File: config.mk
export PLATFORM = sky130hd
export DESIGN_NAME = npc3_gate_gen
export DESIGN_NICKNAME = d
export VERILOG_FILES = /design/src/rtl/npc3_pkg.sv /design/src/rtl/npc3_carrier.sv /design/src/rtl/npc3_balance_pi.sv /design/src/rtl/npc3_leg.sv /design/src/rtl/npc3_gate_gen.sv
export SDC_FILE = /design/constraint.sdc
export NUM_CORES = 1
export LEC_CHECK = 0
export BUFFER_PORTS_ARGS = -buffer_cell sky130_fd_sc_hd__buf_2
export CORE_MARGIN = 2
export CORE_UTILIZATION = 63
export CTS_BUF_LIST = sky130_fd_sc_hd__clkbuf_8
export DETAILED_ROUTE_END_ITERATION = 7
export PLACE_DENSITY = 0.9
export SYNTH_ARGS = -nofsm -noshare
export SYNTH_HDL_FRONTEND = slang
export SYNTH_SLANG_ARGS = --single-unit
File: constraint.sdc
create_clock -name clk -period 10.15 [get_ports clk]
set_input_delay 0 -clock clk [delete_from_list [all_inputs] [get_ports clk]]
set_output_delay 0 -clock clk [all_outputs]
set_load 0.05 [all_outputs]
File: src/rtl/npc3_pkg.sv
package npc3_pkg;

  typedef enum logic [1:0] {
    LV_OFF  = 2'd0,
    LV_POS  = 2'd1,
    LV_ZERO = 2'd2,
    LV_NEG  = 2'd3
  } lvl_e;

  // switch pattern {S4,S3,S2,S1} for a leg level
  function automatic logic [3:0] lvl_gates(lvl_e lv);
    case (lv)
      LV_POS:  return 4'b0011;
      LV_ZERO: return 4'b0110;
      LV_NEG:  return 4'b1100;
      default: return 4'b0000;
    endcase
  endfunction

  // symmetric saturation to +/- lim
  function automatic int sat_sym(int v, int lim);
    if (v > lim)  return lim;
    if (v < -lim) return -lim;
    return v;
  endfunction

endpackage

File: src/rtl/npc3_carrier.sv
module npc3_carrier #(
  parameter int PEAK = 500,
  localparam int CW = $clog2(PEAK + 1)
) (
  input  logic          clk,
  input  logic          rst,
  output logic [CW-1:0] cnt,
  output logic          at_peak
);
  logic rising;

  always_ff @(posedge clk) begin
    if (rst) begin
      cnt    <= '0;
      rising <= 1'b1;
    end else if (rising) begin
      cnt <= cnt + 1'b1;
      if (cnt == CW'(PEAK - 1)) rising <= 1'b0;
    end else begin
      cnt <= cnt - 1'b1;
      if (cnt == CW'(1)) rising <= 1'b1;
    end
  end

  assign at_peak = (cnt == CW'(PEAK));

  assert_carrier_range_R1: assert property (@(posedge clk) disable iff (rst)
    cnt <= CW'(PEAK));
  assert_carrier_turn_R1: assert property (@(posedge clk) disable iff (rst)
    at_peak |=> (cnt == CW'(PEAK - 1)));

endmodule

File: src/rtl/npc3_balance_pi.sv
module npc3_balance_pi
  import npc3_pkg::*;
#(
  parameter int W     = 12,
  parameter int PEAK  = 500,
  parameter int KP_SH = 2,
  parameter int KI_SH = 4,
  parameter int ILIM  = 250,
  localparam int IW   = W + 1
) (
  input  logic                clk,
  input  logic                rst,
  input  logic                upd,
  input  logic signed [W-1:0] vc_hi,
  input  logic signed [W-1:0] vc_lo,
  output logic signed [W-1:0] vofs
);
  logic signed [IW-1:0] integ;
  int err_i, integ_nx, ofs_nx;

  always_comb begin
    err_i    = int'(vc_hi) - int'(vc_lo);
    integ_nx = sat_sym(int'(integ) + (err_i >>> KI_SH), ILIM);
    ofs_nx   = sat_sym((err_i >>> KP_SH) + integ_nx, PEAK);
  end

  always_ff @(posedge clk) begin
    if (rst) begin
      integ <= '0;
      vofs  <= '0;
    end else if (upd) begin
      integ <= IW'(integ_nx);
      vofs  <= W'(ofs_nx);
    end
  end

  assert_integ_clamp_R7: assert property (@(posedge clk) disable iff (rst)
    (int'(integ) <= ILIM) && (int'(integ) >= -ILIM));
  assert_ofs_hold_R7: assert property (@(posedge clk) disable iff (rst)
    !upd |=> $stable(vofs));

endmodule

File: src/rtl/npc3_leg.sv
module npc3_leg
  import npc3_pkg::*;
#(
  parameter int W    = 12,
  parameter int PEAK = 500,
  parameter int DW   = 4,
  localparam int CW  = $clog2(PEAK + 1)
) (
  input  logic                clk,
  input  logic                rst,
  input  logic signed [W-1:0] ref_in,
  input  logic signed [W-1:0] offs,
  input  logic [CW-1:0]       cnt,
  input  logic [DW-1:0]       dead,
  output logic [3:0]          g
);
  int   sref, car_hi, car_lo;
  lvl_e lvl_want, lvl_cur, lvl_tgt;
  logic [DW-1:0] bcnt;
  logic blanking;

  always_comb begin
    sref   = sat_sym(int'(ref_in) + int'(offs), PEAK);
    car_hi = int'(cnt);
    car_lo = car_hi - PEAK;
    if (sref > car_hi)      lvl_want = LV_POS;
    else if (sref < car_lo) lvl_want = LV_NEG;
    else                    lvl_want = LV_ZERO;
  end

  assign blanking = (bcnt != '0);

  always_ff @(posedge clk) begin
    if (rst) begin
      lvl_cur <= LV_OFF;
      lvl_tgt <= LV_OFF;
      bcnt    <= '0;
      g       <= '0;
    end else if (blanking) begin
      bcnt <= bcnt - 1'b1;
      if (bcnt == DW'(1)) begin
        lvl_cur <= lvl_tgt;
        g       <= lvl_gates(lvl_tgt);
      end
    end else if (lvl_want != lvl_cur) begin
      if (dead == '0) begin
        lvl_cur <= lvl_want;
        g       <= lvl_gates(lvl_want);
      end else begin
        lvl_tgt <= lvl_want;
        bcnt    <= dead;
        g       <= lvl_gates(lvl_cur) & lvl_gates(lvl_want);
      end
    end
  end

  assert_interlock_R6: assert property (@(posedge clk) disable iff (rst)
    !(g[0] && g[2]) && !(g[1] && g[3]));
  assert_break_before_make_R5: assert property (@(posedge clk) disable iff (rst)
    ((g & ~$past(g)) != 4'b0) |-> (((~g & $past(g)) == 4'b0) || ($past(dead) == '0)));

endmodule

File: src/rtl/npc3_gate_gen.sv
module npc3_gate_gen
  import npc3_pkg::*;
#(
  parameter int W     = 12,
  parameter int PEAK  = 500,
  parameter int DW    = 4,
  parameter int KP_SH = 2,
  parameter int KI_SH = 4,
  parameter int ILIM  = 250,
  localparam int NPH  = 3,
  localparam int CW   = $clog2(PEAK + 1)
) (
  input  logic                clk,
  input  logic                rst,
  input  logic signed [W-1:0] ref_a,
  input  logic signed [W-1:0] ref_b,
  input  logic signed [W-1:0] ref_c,
  input  logic signed [W-1:0] vc_hi,
  input  logic signed [W-1:0] vc_lo,
  input  logic [DW-1:0]       dead_cyc,
  output logic [4*NPH-1:0]    gates,
  output logic signed [W-1:0] vofs
);
  logic [CW-1:0] car_cnt;
  logic          car_peak;
  logic signed [W-1:0] refs [NPH];

  assign refs[0] = ref_a;
  assign refs[1] = ref_b;
  assign refs[2] = ref_c;

  npc3_carrier #(.PEAK(PEAK)) u_car (
    .clk(clk), .rst(rst), .cnt(car_cnt), .at_peak(car_peak)
  );

  npc3_balance_pi #(
    .W(W), .PEAK(PEAK), .KP_SH(KP_SH), .KI_SH(KI_SH), .ILIM(ILIM)
  ) u_pi (
    .clk(clk), .rst(rst), .upd(car_peak),
    .vc_hi(vc_hi), .vc_lo(vc_lo), .vofs(vofs)
  );

  for (genvar p = 0; p < NPH; p++) begin : g_leg
    npc3_leg #(.W(W), .PEAK(PEAK), .DW(DW)) u_leg (
      .clk(clk), .rst(rst), .ref_in(refs[p]), .offs(vofs),
      .cnt(car_cnt), .dead(dead_cyc), .g(gates[4*p +: 4])
    );
  end

  assert_reset_clear_R8: assert property (@(posedge clk)
    rst |=> ((gates == '0) && (vofs == '0)));

endmodule

Yosys cells after proc, flatten, opt, wreduce, memory -nomap -nowiden

Index checks and enable logic that the tools add are counted.

Output and inout bits: 24
Register bits after elaboration: 71
Input bits: 66
Word-level logic and storage cells: 224

Add/sub/neg operators: 12
Multiplexer cells: 109
Order comparisons: 16
Equal/unequal tests: 42
Bitwise operators: 7
Reductions and logical operators: 22

Operator list:

| cell                                                  | number |
|---|---|
| two-way mux 32 bit                                    | 12 |
| two-way mux 4 bit                                     | 43 |
| > comparator 32 x 10 -> 1 bit (second input constant) | 4 |
| < comparator 32 x 10 -> 1 bit (second input constant) | 4 |
| case mux 4 bit (3 select lines)                       | 9 |
| > comparator 32 x 10 -> 1 bit                         | 3 |
| < comparator 32 bit                                   | 3 |
| two-way mux 9 bit                                     | 5 |
| adder 12 x 12 -> 13 bit                               | 3 |
| == test 2 bit (second input constant)                 | 18 |
| two-way mux 12 bit                                    | 3 |
| adder 11 x 32 -> 32 bit                               | 1 |
| > comparator 32 x 9 -> 1 bit (second input constant)  | 1 |
| < comparator 32 x 9 -> 1 bit (second input constant)  | 1 |
| two-way mux 2 bit                                     | 15 |
| two-way mux 1 bit                                     | 21 |
| == test 2 x 1 -> 1 bit (second input constant)        | 9 |
| == test 9 bit (second input constant)                 | 2 |
| AND reduction 3 bit                                   | 6 |
| adder 13 x 9 -> 14 bit                                | 1 |
| subtractor 12 x 12 -> 13 bit                          | 1 |
| bitwise AND 4 bit                                     | 3 |
| == test 4 x 1 -> 1 bit (second input constant)        | 3 |
| AND reduction 2 bit                                   | 6 |
| 13 further kinds                                      | 31 |

Longest topological paths before layout

Gate-level depths: netlist of run 1.

Depth after elaboration: 19
Depth in mapped cells: 41

By module

A second synthesis of run 1 with hierarchy kept.

Cells, all modules: 1291
Area, all modules: 10448.8 µm²

Modules (own cells, without submodules):

| module                         | times used | area an instance (µm²) | seq. area each (µm²) | cells an instance |
|---|---|---|---|---|
| npc3_leg at g_leg[0].u_leg ... | 2          | 2303.5                 | 240.2                | 281 |
| npc3_balance_pi                | 1          | 2985.4                 | 500.5                | 378 |
| npc3_leg at g_leg[1].u_leg     | 1          | 2257.2                 | 240.2                | 284 |
| npc3_carrier                   | 1          | 599.3                  | 200.2                | 67 |

Least setup slack after synthesis of run 1

Ideal clock, no wire load.

Path kind: input to register
From: input vc_lo[1]
To: register u_pi.vofs[4]
Library setup time: 86 ps
Arrival: 8326 ps
Cell stages on the path: 37
Path buffers: 0
Data required time: 10064 ps
Slack: 1739 ps
Path through: inv_1 ha_1 a21oi_1 o21bai_1 a21oi_1 o211ai_1 nand2_1 o21ai_0 or4b_2 o21ai_0 ha_1 a21oi_1 nand2_1 a21oi_1 nor4b_2 or3b_1 o41a_2 nor2_1 nand2_1 ha_1 a211o_1 a2111o_1 a31o_2 a21oi_1 nor2b_1 o21ai_0 nand2b_1 a21o_1 fa_1 nand4b_1 nor2_1 o21ai_0 or3_1 a21oi_1 a31oi_1 or3_1 a211oi_1

RTL lines:

| item                 | line                  | RTL |
|---|---|---|
| from (decl)          | npc3_gate_gen.sv:19   | `input logic signed [W-1:0] vc_lo,` |
| to (signal assigned) | npc3_balance_pi.sv:33 | `vofs <= W'(ofs_nx);` |
| to (decl)            | npc3_balance_pi.sv:16 | `output logic signed [W-1:0] vofs` |

==> impl_metrics.tcl, run 1 <==
set metrics [dict create \
    status "complete, no violations" \
    avgSynthCellArea_um2 7.786 \
    grt_pass1_wl_mm 41.88 \
    slowest_delay_ns 0.66 \
    critPathKind "in -> reg" \
    fin_setup_tns_ns 0 \
    use_met2_pct 52.07 \
    clkSinkCount 71 \
    power.share.clock_pct 13.3 \
    synth_seq_cells 71 \
    gr-total-overflow 0 \
    io_buffer_count 89 \
    wirelength_mm 25.15 \
    drc 0 \
    period_share_pct 87.37 \
    grt_busiest_layer "met2" \
    core_um2 15260 \
    synth_edf_count 0 \
    globalplace.congestion 0.9068 \
    mostFrequentLayoutCells "170 x ha_1, 115 x nor2_1, 100 x a21oi_1" \
    internal-power_mw 0.8000 \
    slowest_stage "or4b_2" \
    fillers 1250 \
    grt_max_degree 63 \
    vias 9879 \
    drtIter0Drc 641 \
    setup_viol 0 \
    htree_levels 3 \
    placementRows 45 \
    synth.distinct_cells 103 \
    drv_cap 0 \
    peakVddDrop_mv 0.1278 \
    global_route.usage.met1_pct 38.15 \
    fp.dieW_um 129.3 \
    cts_tree "yes" \
    drive_above_1_share_pct 11.30 \
    syn_nets 1514 \
    skew_ns 0.009482 \
    finalHoldViolCount 0 \
    cts_buffer_depth 2 \
    wl_per_cell_um 16.16 \
    worst_pin_slew_ns 1.165 \
    p_seq_share_pct 25.3 \
    synth_top_flop_cell "dfxtp_1" \
    gr-usage-all-layers_pct 30.01 \
    multiInputGateArea_um2 8018 \
    synth.top_cell.area_share_pct 21.51 \
    slew_headroom_pct 21.89 \
    critPathBufInv 2 \
    antenna_found_initial 0 \
    initial_core_util_pct 64.81 \
    syn_to_final_growth_pct 7.959 \
    die_h_um 129.3 \
    cp.required_ns 10.43 \
    critPathMostFrequentCell "a21oi_1" \
    nets 1585 \
    netlist_instances 1270 \
    swShare_pct 48.57 \
    clockRootBuffer "clkbuf_8" \
    viasPerCell 6.349 \
    boundaryPins 90 \
    cp_max_fo 11 \
    ys_seq_area_share_pct 14.37 \
    rsz0062_at_grt "no" \
    die-area_um2 16710 \
    ant_nets 0 \
    cts_buffers 9 \
    num_antenna_cells 0 \
    pwr-share-comb_pct 61.4 \
    grt_pass1_vias 9203 \
    slew_viol_final 0 \
    power_density_nw_per_um2 145.7 \
    end_kind "flop" \
    p_sw_mw 0.7555 \
    dr.pass1.iters 6 \
    dp_hpwl_mm 20.16 \
    seq_area_um2 1421 \
    fin_crit_ns 8.868 \
    leakagePower_nw 4.819 \
    yosysWarnings 0 \
    cpLargestDelayFamily "compound AO/OA/AOI/OAI gates" \
    syn_area_um2 9888 \
    synthArstFlopShare_pct 0 \
    max_freq_ghz 0.1128 \
    grt_util_met3_pct 3.427 \
    start_kind "input port" \
    synthTopCellsByArea "ha_1 22%, dfxtp_1 14%, a21oi_1 5.1%" \
    clk_pin_slew_ns 0.08 \
    final_common_cell "ha_1" \
    yosysTopAreaCell "ha_1" \
    holdCritPathClass "in -> reg" \
    crit_arrival_ns 9.15 \
    clk_latency_ns 0.35 \
    fin_util_pct 69.96 \
]
==> final timing paths <==
check	slack (ns)	depth (start not counted)	endpoint	start
max	1.28	38	u_pi.vofs[0]$_SDFFE_PP0P_	vc_hi[1]
min	0.09	3	g_leg[1].u_leg.bcnt[2]$_SDFFE_PP0P_	dead_cyc[2]
max reg2reg	2.81	29	u_pi.vofs[0]$_SDFFE_PP0P_	u_pi.integ[0]$_SDFFE_PP0P_
min reg2reg	0.47	2	u_pi.integ[2]$_SDFFE_PP0P_	u_pi.integ[2]$_SDFFE_PP0P_
==> synth_stat cells, types with 6 or more instances <==
master    number
a31oi_1       10
ha_1         170
or2_2         10
o31ai_1        8
xor2_1        15
nor2b_1       22
nor3_1        51
nand2_1       84
a21o_1        30
nor3b_1        7
nor2_1       115
o21ai_0       69
a21oi_1      100
nand2b_1      21
clkbuf_1      25
dfxtp_1       71
xnor2_1       47
o21bai_1       9
or3_1         13
nand3_1       20
o21a_1        31
inv_1         85
o32ai_1        6
mux2i_1       10
nand4_1       17
nor4_1        11
and2_1        16
a211oi_1      28
o211ai_1       8
fa_1           8
a211o_1       12
o31a_1         6
==> cells by family after synthesis <==
| group | share of synthesized area, % |
|---|---|
| AO/OA/AOI/OAI | 29.29 |
| AND/OR/NAND/NOR | 21.59 |
| XOR/XNOR | 5.492 |
| multiplexers | 1.468 |
| adder cells (fa/ha/maj) | 23.13 |
| buffers and inverters | 4.656 |
| flip-flops | 14.37 |
==> power groups by stage <==
| stage | clock (mW) | combinational, mW | sequential (mW) |
|---|---|---|---|
| floorplan | 0 | 0.700 | 0.428 |
| global placement | 0 | 0.906 | 0.393 |
| detailed placement | 0 | 0.936 | 0.396 |
| CTS | 0.211 | 0.942 | 0.390 |
| global route | 0.222 | 1.06 | 0.400 |
| finish | 0.207 | 0.955 | 0.393 |
==> through the flow <==
stage / instance area (µm²) / hold WS, ns / std cells / worst slack [ns] / power (mW)
after CTS: 10680 / 0.07989 / 1556 / 1.366 / 1.543
after global routing: 10680 / 0.1056 / 1556 / 0.3800 / 1.686
after floorplan: 9888 / 0.1523 / 1270 / 1.739 / 1.127
after global placement: 10490 / 0.3226 / 1540 / 1.316 / 1.299
after detailed placement: 10490 / 0.3346 / 1540 / 1.026 / 1.332
final: 10680 / 0.08898 / 1556 / 1.282 / 1.556
==> repair_timing <==
action                    CTS  global route
hold buffers                1             0
gates resized for setup     0             0
setup buffers               0             0
hold endpoints to repair    2             0
==> per-layer routing <==
| metal | vias up | part of all wire (%) |
|---|---|---|
| met1 | 4587 | 44 |
| met4 | 0 | 3.0 |
| met5 | - | 0 |
| met3 | 64 | 5.8 |
| li1 | 4875 | - |
| met2 | 353 | 47 |
==> sequential cells by signal (all words and copies together) (netlist names) <==
signal               count
g_leg.u_leg.bcnt        12
u_car.rising             1
u_pi.integ              13
g_leg.u_leg.lvl_tgt      6
u_car.cnt                9
g_leg.u_leg.lvl_cur      6
g_leg.u_leg.g           12
u_pi.vofs               12
==> layout make-up <==
class,count,area share [%]
Tap cell,211,2.473
Multi-Input combinational cell,1080,75.11
Sequential cell,71,13.31
Clock buffer,10,1.289
Inverter,86,3.024
Clock inverter,5,0.3165
Timing Repair Buffer,93,4.477
==> worst register-to-register path: cells and delay by family, from the launching register on <==
family	cells	cell delay, ns
AOI/OAI and AO/OA	15	3.80
buffers and inverters	1	0.06
xor gates and xnor gates	1	0.25
and+or+nand+nor	8	1.46
adders and majority gates	4	1.35
DFF	1	0.34
(Power assumes the default switching activity.)
==> inputs of run 2 (changes only) <==
--- a/config.mk
+++ b/config.mk
@@ -5,12 +5,15 @@
 export SDC_FILE = /design/constraint.sdc
 export NUM_CORES = 1
 export LEC_CHECK = 0
+export ABC_AREA = 1
 export BUFFER_PORTS_ARGS = -buffer_cell sky130_fd_sc_hd__buf_2
+export CELL_PAD_IN_SITES_DETAIL_PLACEMENT = 1
+export CELL_PAD_IN_SITES_GLOBAL_PLACEMENT = 2
 export CORE_MARGIN = 2
-export CORE_UTILIZATION = 63
-export CTS_BUF_LIST = sky130_fd_sc_hd__clkbuf_8
+export CORE_UTILIZATION = 34
+export CTS_BUF_LIST = sky130_fd_sc_hd__clkbuf_4
 export DETAILED_ROUTE_END_ITERATION = 7
-export PLACE_DENSITY = 0.9
+export PLACE_DENSITY = 0.89
 export SYNTH_ARGS = -nofsm -noshare
 export SYNTH_HDL_FRONTEND = slang
 export SYNTH_SLANG_ARGS = --single-unit
==> impl_metrics.tcl, run 2 <==
set metrics [dict create \
    status "complete, no violations" \
    synth.top_cell.area_share_pct 20.83 \
    cp_max_fo 14 \
    antenna_found_initial 3 \
    gr-usage-all-layers_pct 21.15 \
    ys_seq_area_share_pct 13.92 \
    stdcell_count 2131 \
    fp.dieW_um 177.3 \
    vias 10680 \
    boundaryPins 90 \
    cts_buffer_depth 2 \
    avgSynthCellArea_um2 6.219 \
    syn_area_um2 10210 \
    fin_crit_ns 6.562 \
    leakagePower_nw 6.213 \
    crit_arrival_ns 6.95 \
    finalHoldViolCount 0 \
    nets 1976 \
    holdCritPathClass "in -> reg" \
    placementRows 63 \
    fin_util_pct 38.16 \
    synth_edf_count 0 \
    skew_ns 0.02912 \
    period_share_pct 64.65 \
    drive_above_1_share_pct 10.13 \
    yosysTopAreaCell "ha_1" \
    synth_seq_cells 71 \
    dp_hpwl_mm 27.10 \
    ant_nets 0 \
    yosysMostFrequentCell "nand2_1" \
    core_um2 29640 \
    rsz0062_at_grt "no" \
    yosysWarnings 0 \
    clk_latency_ns 0.51 \
    drv_cap 0 \
    slowest_delay_ns 0.53 \
    globalplace.congestion 0.8725 \
    grt_pass1_vias 11070 \
    fin_setup_tns_ns 0 \
    grt_max_degree 37 \
    syn_to_final_growth_pct 10.76 \
    die-area_um2 31440 \
    mostFrequentLayoutCells "422 x nand2_1, 252 x inv_1, 174 x nor2_1" \
    wl_per_cell_um 15.24 \
    cts_tree "yes" \
    end_kind "flop" \
    slew_headroom_pct 35.39 \
    synthTopCellsByArea "ha_1 21%, nand2_1 16%, dfxtp_1 14%" \
    cts_resized 0 \
    cts_buffers 9 \
    peakVddDrop_mv 0.07583 \
    netlist_instances 1642 \
    top_register "u_pi.integ" \
    fillers 4017 \
    max_freq_ghz 0.1524 \
    final_common_cell "nand2_1" \
    dp_cells 2107 \
    viasPerCell 5.013 \
    io_buffer_count 89 \
    gr-total-overflow 0 \
    clockRootBuffer "clkbuf_4" \
    critPathKind "in -> reg" \
    grt_pass1_wl_mm 53.85 \
    largest_reg_flops 13 \
    cp.required_ns 10.54 \
    start_kind "input port" \
    synth_top_flop_cell "dfxtp_1" \
    syn_nets 1886 \
    clkSinkCount 71 \
    synth.distinct_cells 55 \
    slew_viol_final 0 \
    slowest_stage "fa_1" \
    initial_core_util_pct 34.45 \
    critPathMostFrequentCell "nand2_1" \
    htree_levels 3 \
    setup_viol 0 \
    clk_pin_slew_ns 0.16 \
    dr.pass1.iters 4 \
    fin_hold_ws_ns 0.09292 \
    wirelength_mm 32.48 \
    synthArstFlopShare_pct 0 \
    worst_pin_slew_ns 0.9655 \
    die_h_um 177.3 \
    drc 0 \
    ys_top_cells_by_count "422 x nand2_1, 252 x inv_1, 174 x nor2_1" \
    drtIter0Drc 401 \
    power_density_nw_per_um2 159.9 \
]
==> run 2: changes by cell type after synthesis, sizes merged, moves of 20 or more <==
| cell | previous run | this run |
|---|---|---|
| a211oi | 29 | 4 |
| a21o | 30 | 7 |
| nor2b | 22 | 0 |
| o21a | 31 | 6 |
| nor2 | 116 | 180 |
| nand2b | 21 | 0 |
| nand2 | 84 | 448 |
| a21oi | 101 | 124 |
| xor2 | 15 | 35 |
| xnor2 | 47 | 10 |
| nand3 | 21 | 118 |
| nor3 | 51 | 26 |
| inv | 86 | 258 |
==> run 2: what timing repair did <==
item	4_1_cts	5_1_grt
hold buffers	4	0
setup endpoints to repair	0	0
setup buffers	0	0
endpoints found under the hold margin	12	0
==> run 2: final timing paths <==
check	start	to	slack, ns	cells after the start
worst max-delay path	vc_hi[1]	u_pi.vofs[4]$_SDFFE_PP0P_	3.59	52
worst min-delay path	rst	g_leg[0].u_leg.lvl_tgt[0]$_SDFFE_PP0P_	0.09	2
worst max register to register	u_pi.integ[0]$_SDFFE_PP0P_	u_pi.vofs[4]$_SDFFE_PP0P_	4.41	36
worst min register to register	g_leg[1].u_leg.g[2]$_SDFFE_PP0P_	g_leg[1].u_leg.g[2]$_SDFFE_PP0P_	0.49	2
==> run 2: cell type report <==
type | instances | area, µm² | share of cell area (%)
Clock inverter | 6 | 70.07 | 0.6195
Clock buffer | 10 | 75.07 | 0.6638
Antenna cell | 4 | 10.01 | 0.08851
Timing Repair Buffer | 98 | 523.0 | 4.624
Inverter | 261 | 982.2 | 8.685
Sequential cell | 71 | 1421 | 12.57
Tap cell | 390 | 488.0 | 4.315
Multi-Input combinational cell | 1291 | 7740 | 68.44
==> run 2: kinds of logic after synthesis <==
group                    after synthesis  synth area share, %
AO/OA/AOI/OAI                        252                14.04
adder cells (fa/ha/maj)              178                22.40
buffers and inverters                280                10.49
XOR/XNOR                              45                3.860
flip-flops                            71                13.92
AND/OR/NAND/NOR                      816                35.29
==> run 2: through the flow <==
| stage | instance area [µm²] | total power, mW | worst slack [ns] |
|---|---|---|---|
| floorplan | 10210 | 1.312 | 4.484 |
| detailed placement | 11110 | 1.602 | 3.092 |
| finish | 11310 | 1.808 | 3.588 |
| global route | 11310 | 2.025 | 2.743 |
| CTS | 11300 | 1.829 | 3.607 |
| global placement | 11110 | 1.567 | 3.401 |
==> run 2: critical path: cells and delay by family <==
family / cells / cell delay [ns]
compound gates: 6 / 1.28
buf+inv: 7 / 0.55
fa+ha+maj: 5 / 1.76
simple gates: 34 / 3.34
==> run 2: power by group <==
part	internal (mW)	switching (mW)
Clock	0.0787	0.137
Sequential	0.337	0.0473
Combinational	0.395	0.813
Total	0.811	0.997
==> run 2: metal layers <==
layer	track usage [%]	wire (µm)
met5	0	0
met4	5.260	510
met3	1.928	544
met2	39.98	16540
met1	25.48	14880
==> inputs of run 3 (changes only) <==
==> constraint.sdc (replaced) <==
create_clock -name clk -period 6.8 [get_ports clk]
set_input_delay 0 -clock clk [delete_from_list [all_inputs] [get_ports clk]]
set_output_delay 0 -clock clk [all_outputs]
set_load 0.05 [all_outputs]
==> impl_metrics.tcl, run 3 (synthesis gave the netlist of run 2 again) <==
set metrics [dict create \
    grt_pass1_vias 11140 \
    dr.pass1.iters 4 \
    drive_above_1_share_pct 11.12 \
    die-area_um2 31440 \
    clk_latency_ns 0.51 \
    crit_arrival_ns 6.44 \
    ant_nets 0 \
    dp_hpwl_mm 27.05 \
    rr_endpoint "u_pi.vofs[3]$_SDFFE_PP0P_" \
    syn_to_final_growth_pct 12.18 \
    viasPerCell 5.023 \
    grt_pass1_wl_mm 53.61 \
    stdcell_count 2136 \
    drtIter0Drc 432 \
    finalHoldViolCount 0 \
    drc 0 \
    largest_reg_flops 13 \
    worstSetupStartpoint "vc_hi[1]" \
    cp_max_fo 4 \
    peakVddDrop_mv 0.1066 \
    clkSinkCount 71 \
    cp.required_ns 7.14 \
    boundaryPins 90 \
    placementRows 63 \
    core_um2 29640 \
    worst_pin_slew_ns 0.9417 \
    holdCritPathClass "in -> reg" \
    die_h_um 177.3 \
    gr-usage-all-layers_pct 21.00 \
    start_kind "input port" \
    fp.dieW_um 177.3 \
    antenna_found_initial 2 \
    dp_cells 2110 \
    fin_crit_ns 6.099 \
    fin_setup_tns_ns 0 \
    mostFrequentLayoutCells "422 x nand2_1, 252 x inv_1, 173 x nor2_1" \
    final_common_cell "nand2_1" \
    clk_pin_slew_ns 0.14 \
    slew_viol_final 0 \
    max_freq_ghz 0.1640 \
    wl_per_cell_um 15.07 \
    power_density_nw_per_um2 241.3 \
    period_share_pct 89.70 \
    min_to "u_car.cnt[0]$_SDFF_PP0_" \
    slew_headroom_pct 36.99 \
    slowest_stage "fa_1" \
    wirelength_mm 32.20 \
    rrSetupSlack_ns 1.29 \
    multiInputGateArea_um2 7826 \
    skew_ns 0.03048 \
    cts_buffer_depth 2 \
    hold_path_depth 2 \
    slowest_delay_ns 0.52 \
    status "complete, no violations" \
    placed_area_um2 11140 \
    critPathMostFrequentCell "nand2_1" \
    end_kind "flop" \
    fillers 4082 \
    rsz0062_at_grt "no" \
    drv_cap 0 \
    cts_tree "yes" \
    critPathKind "in -> reg" \
    top_register "u_pi.integ" \
    nets 1983 \
    design_area_um2 11450 \
    fin_util_pct 38.65 \
    cts_buffers 9 \
    min_from "rst" \
    io_buffer_count 89 \
    seq_area_um2 1421 \
    globalplace.congestion 0.8725 \
    leakagePower_nw 6.264 \
    fin_hold_ws_ns 0.08417 \
    r2r_cells 36 \
    r2r-start "u_pi.integ[0]$_SDFFE_PP0P_" \
    initial_core_util_pct 34.45 \
    htree_levels 3 \
    gr-total-overflow 0 \
    clockRootBuffer "clkbuf_4" \
    grt_max_degree 37 \
    vias 10730 \
    setup_viol 0 \
]
-- run 3: where the power goes --
group          total [mW]  switching [mW]  internal [mW]  leakage [nW]
clock network       0.346           0.196          0.150        0.0855
logic                1.84            1.24          0.606          5.60
registers           0.576          0.0721          0.504         0.580
-- run 3: final cells by class --
type                            instances  share of cell area, %
Tap cell                              390                  4.260
Clock inverter                          7                 0.8411
Clock buffer                            9                 0.5898
Sequential cell                        71                  12.41
Multi-Input combinational cell       1292                  68.32
Antenna cell                            2                0.04369
Timing Repair Buffer                  104                  4.959
Inverter                              261                  8.575
-- run 3: how the worst max path moves through the flow --
| stage | slack, ns | end |
|---|---|---|
| finish | 0.70 | u_pi.vofs[3]$_SDFFE_PP0P_ |
| global route | 0.04 | u_pi.vofs[4]$_SDFFE_PP0P_ |
| CTS | 0.68 | u_pi.vofs[8]$_SDFFE_PP0P_ |
| detailed placement | 0.09 | u_pi.vofs[8]$_SDFFE_PP0P_ |
| global placement | 0.18 | u_pi.vofs[5]$_SDFFE_PP0P_ |
| floorplan | 1.13 | u_pi.vofs[4]$_SDFFE_PP0P_ |
-- run 3: what timing repair did --
item                                    in CTS  in global routing
setup buffers                                0                  3
resized for setup                            0                 14
hold buffers                                 4                  0
endpoints found under the setup margin       0                  9
endpoints found under the hold margin       11                  0
-- run 3: critical path, delay by kind of cell --
family,cells,cell delay [ns]
and+or+nand+nor,36,3.49
buffers and inverters,5,0.56
AOI/OAI and AO/OA,6,0.89
adders and majority gates,4,1.50
-- run 3: stage by stage --
stage	power (mW)	worst slack (ns)
2_1_floorplan	1.959	1.134
3_3_place_gp	2.350	0.1815
3_5_place_dp	2.406	0.09146
4_1_cts	2.768	0.6819
5_1_grt	3.070	0.03891
6_report	2.764	0.7007
-- run 3: metal layers --
layer / GRT usage (%) / share of wire (%) / vias up
met4: 6.899 / 2.1 / 0
met2: 38.98 / 50 / 88
li1: - / - / 5534
met1: 25.37 / 46 / 5079
met3: 1.714 / 1.6 / 29
met5: 0 / 0 / -
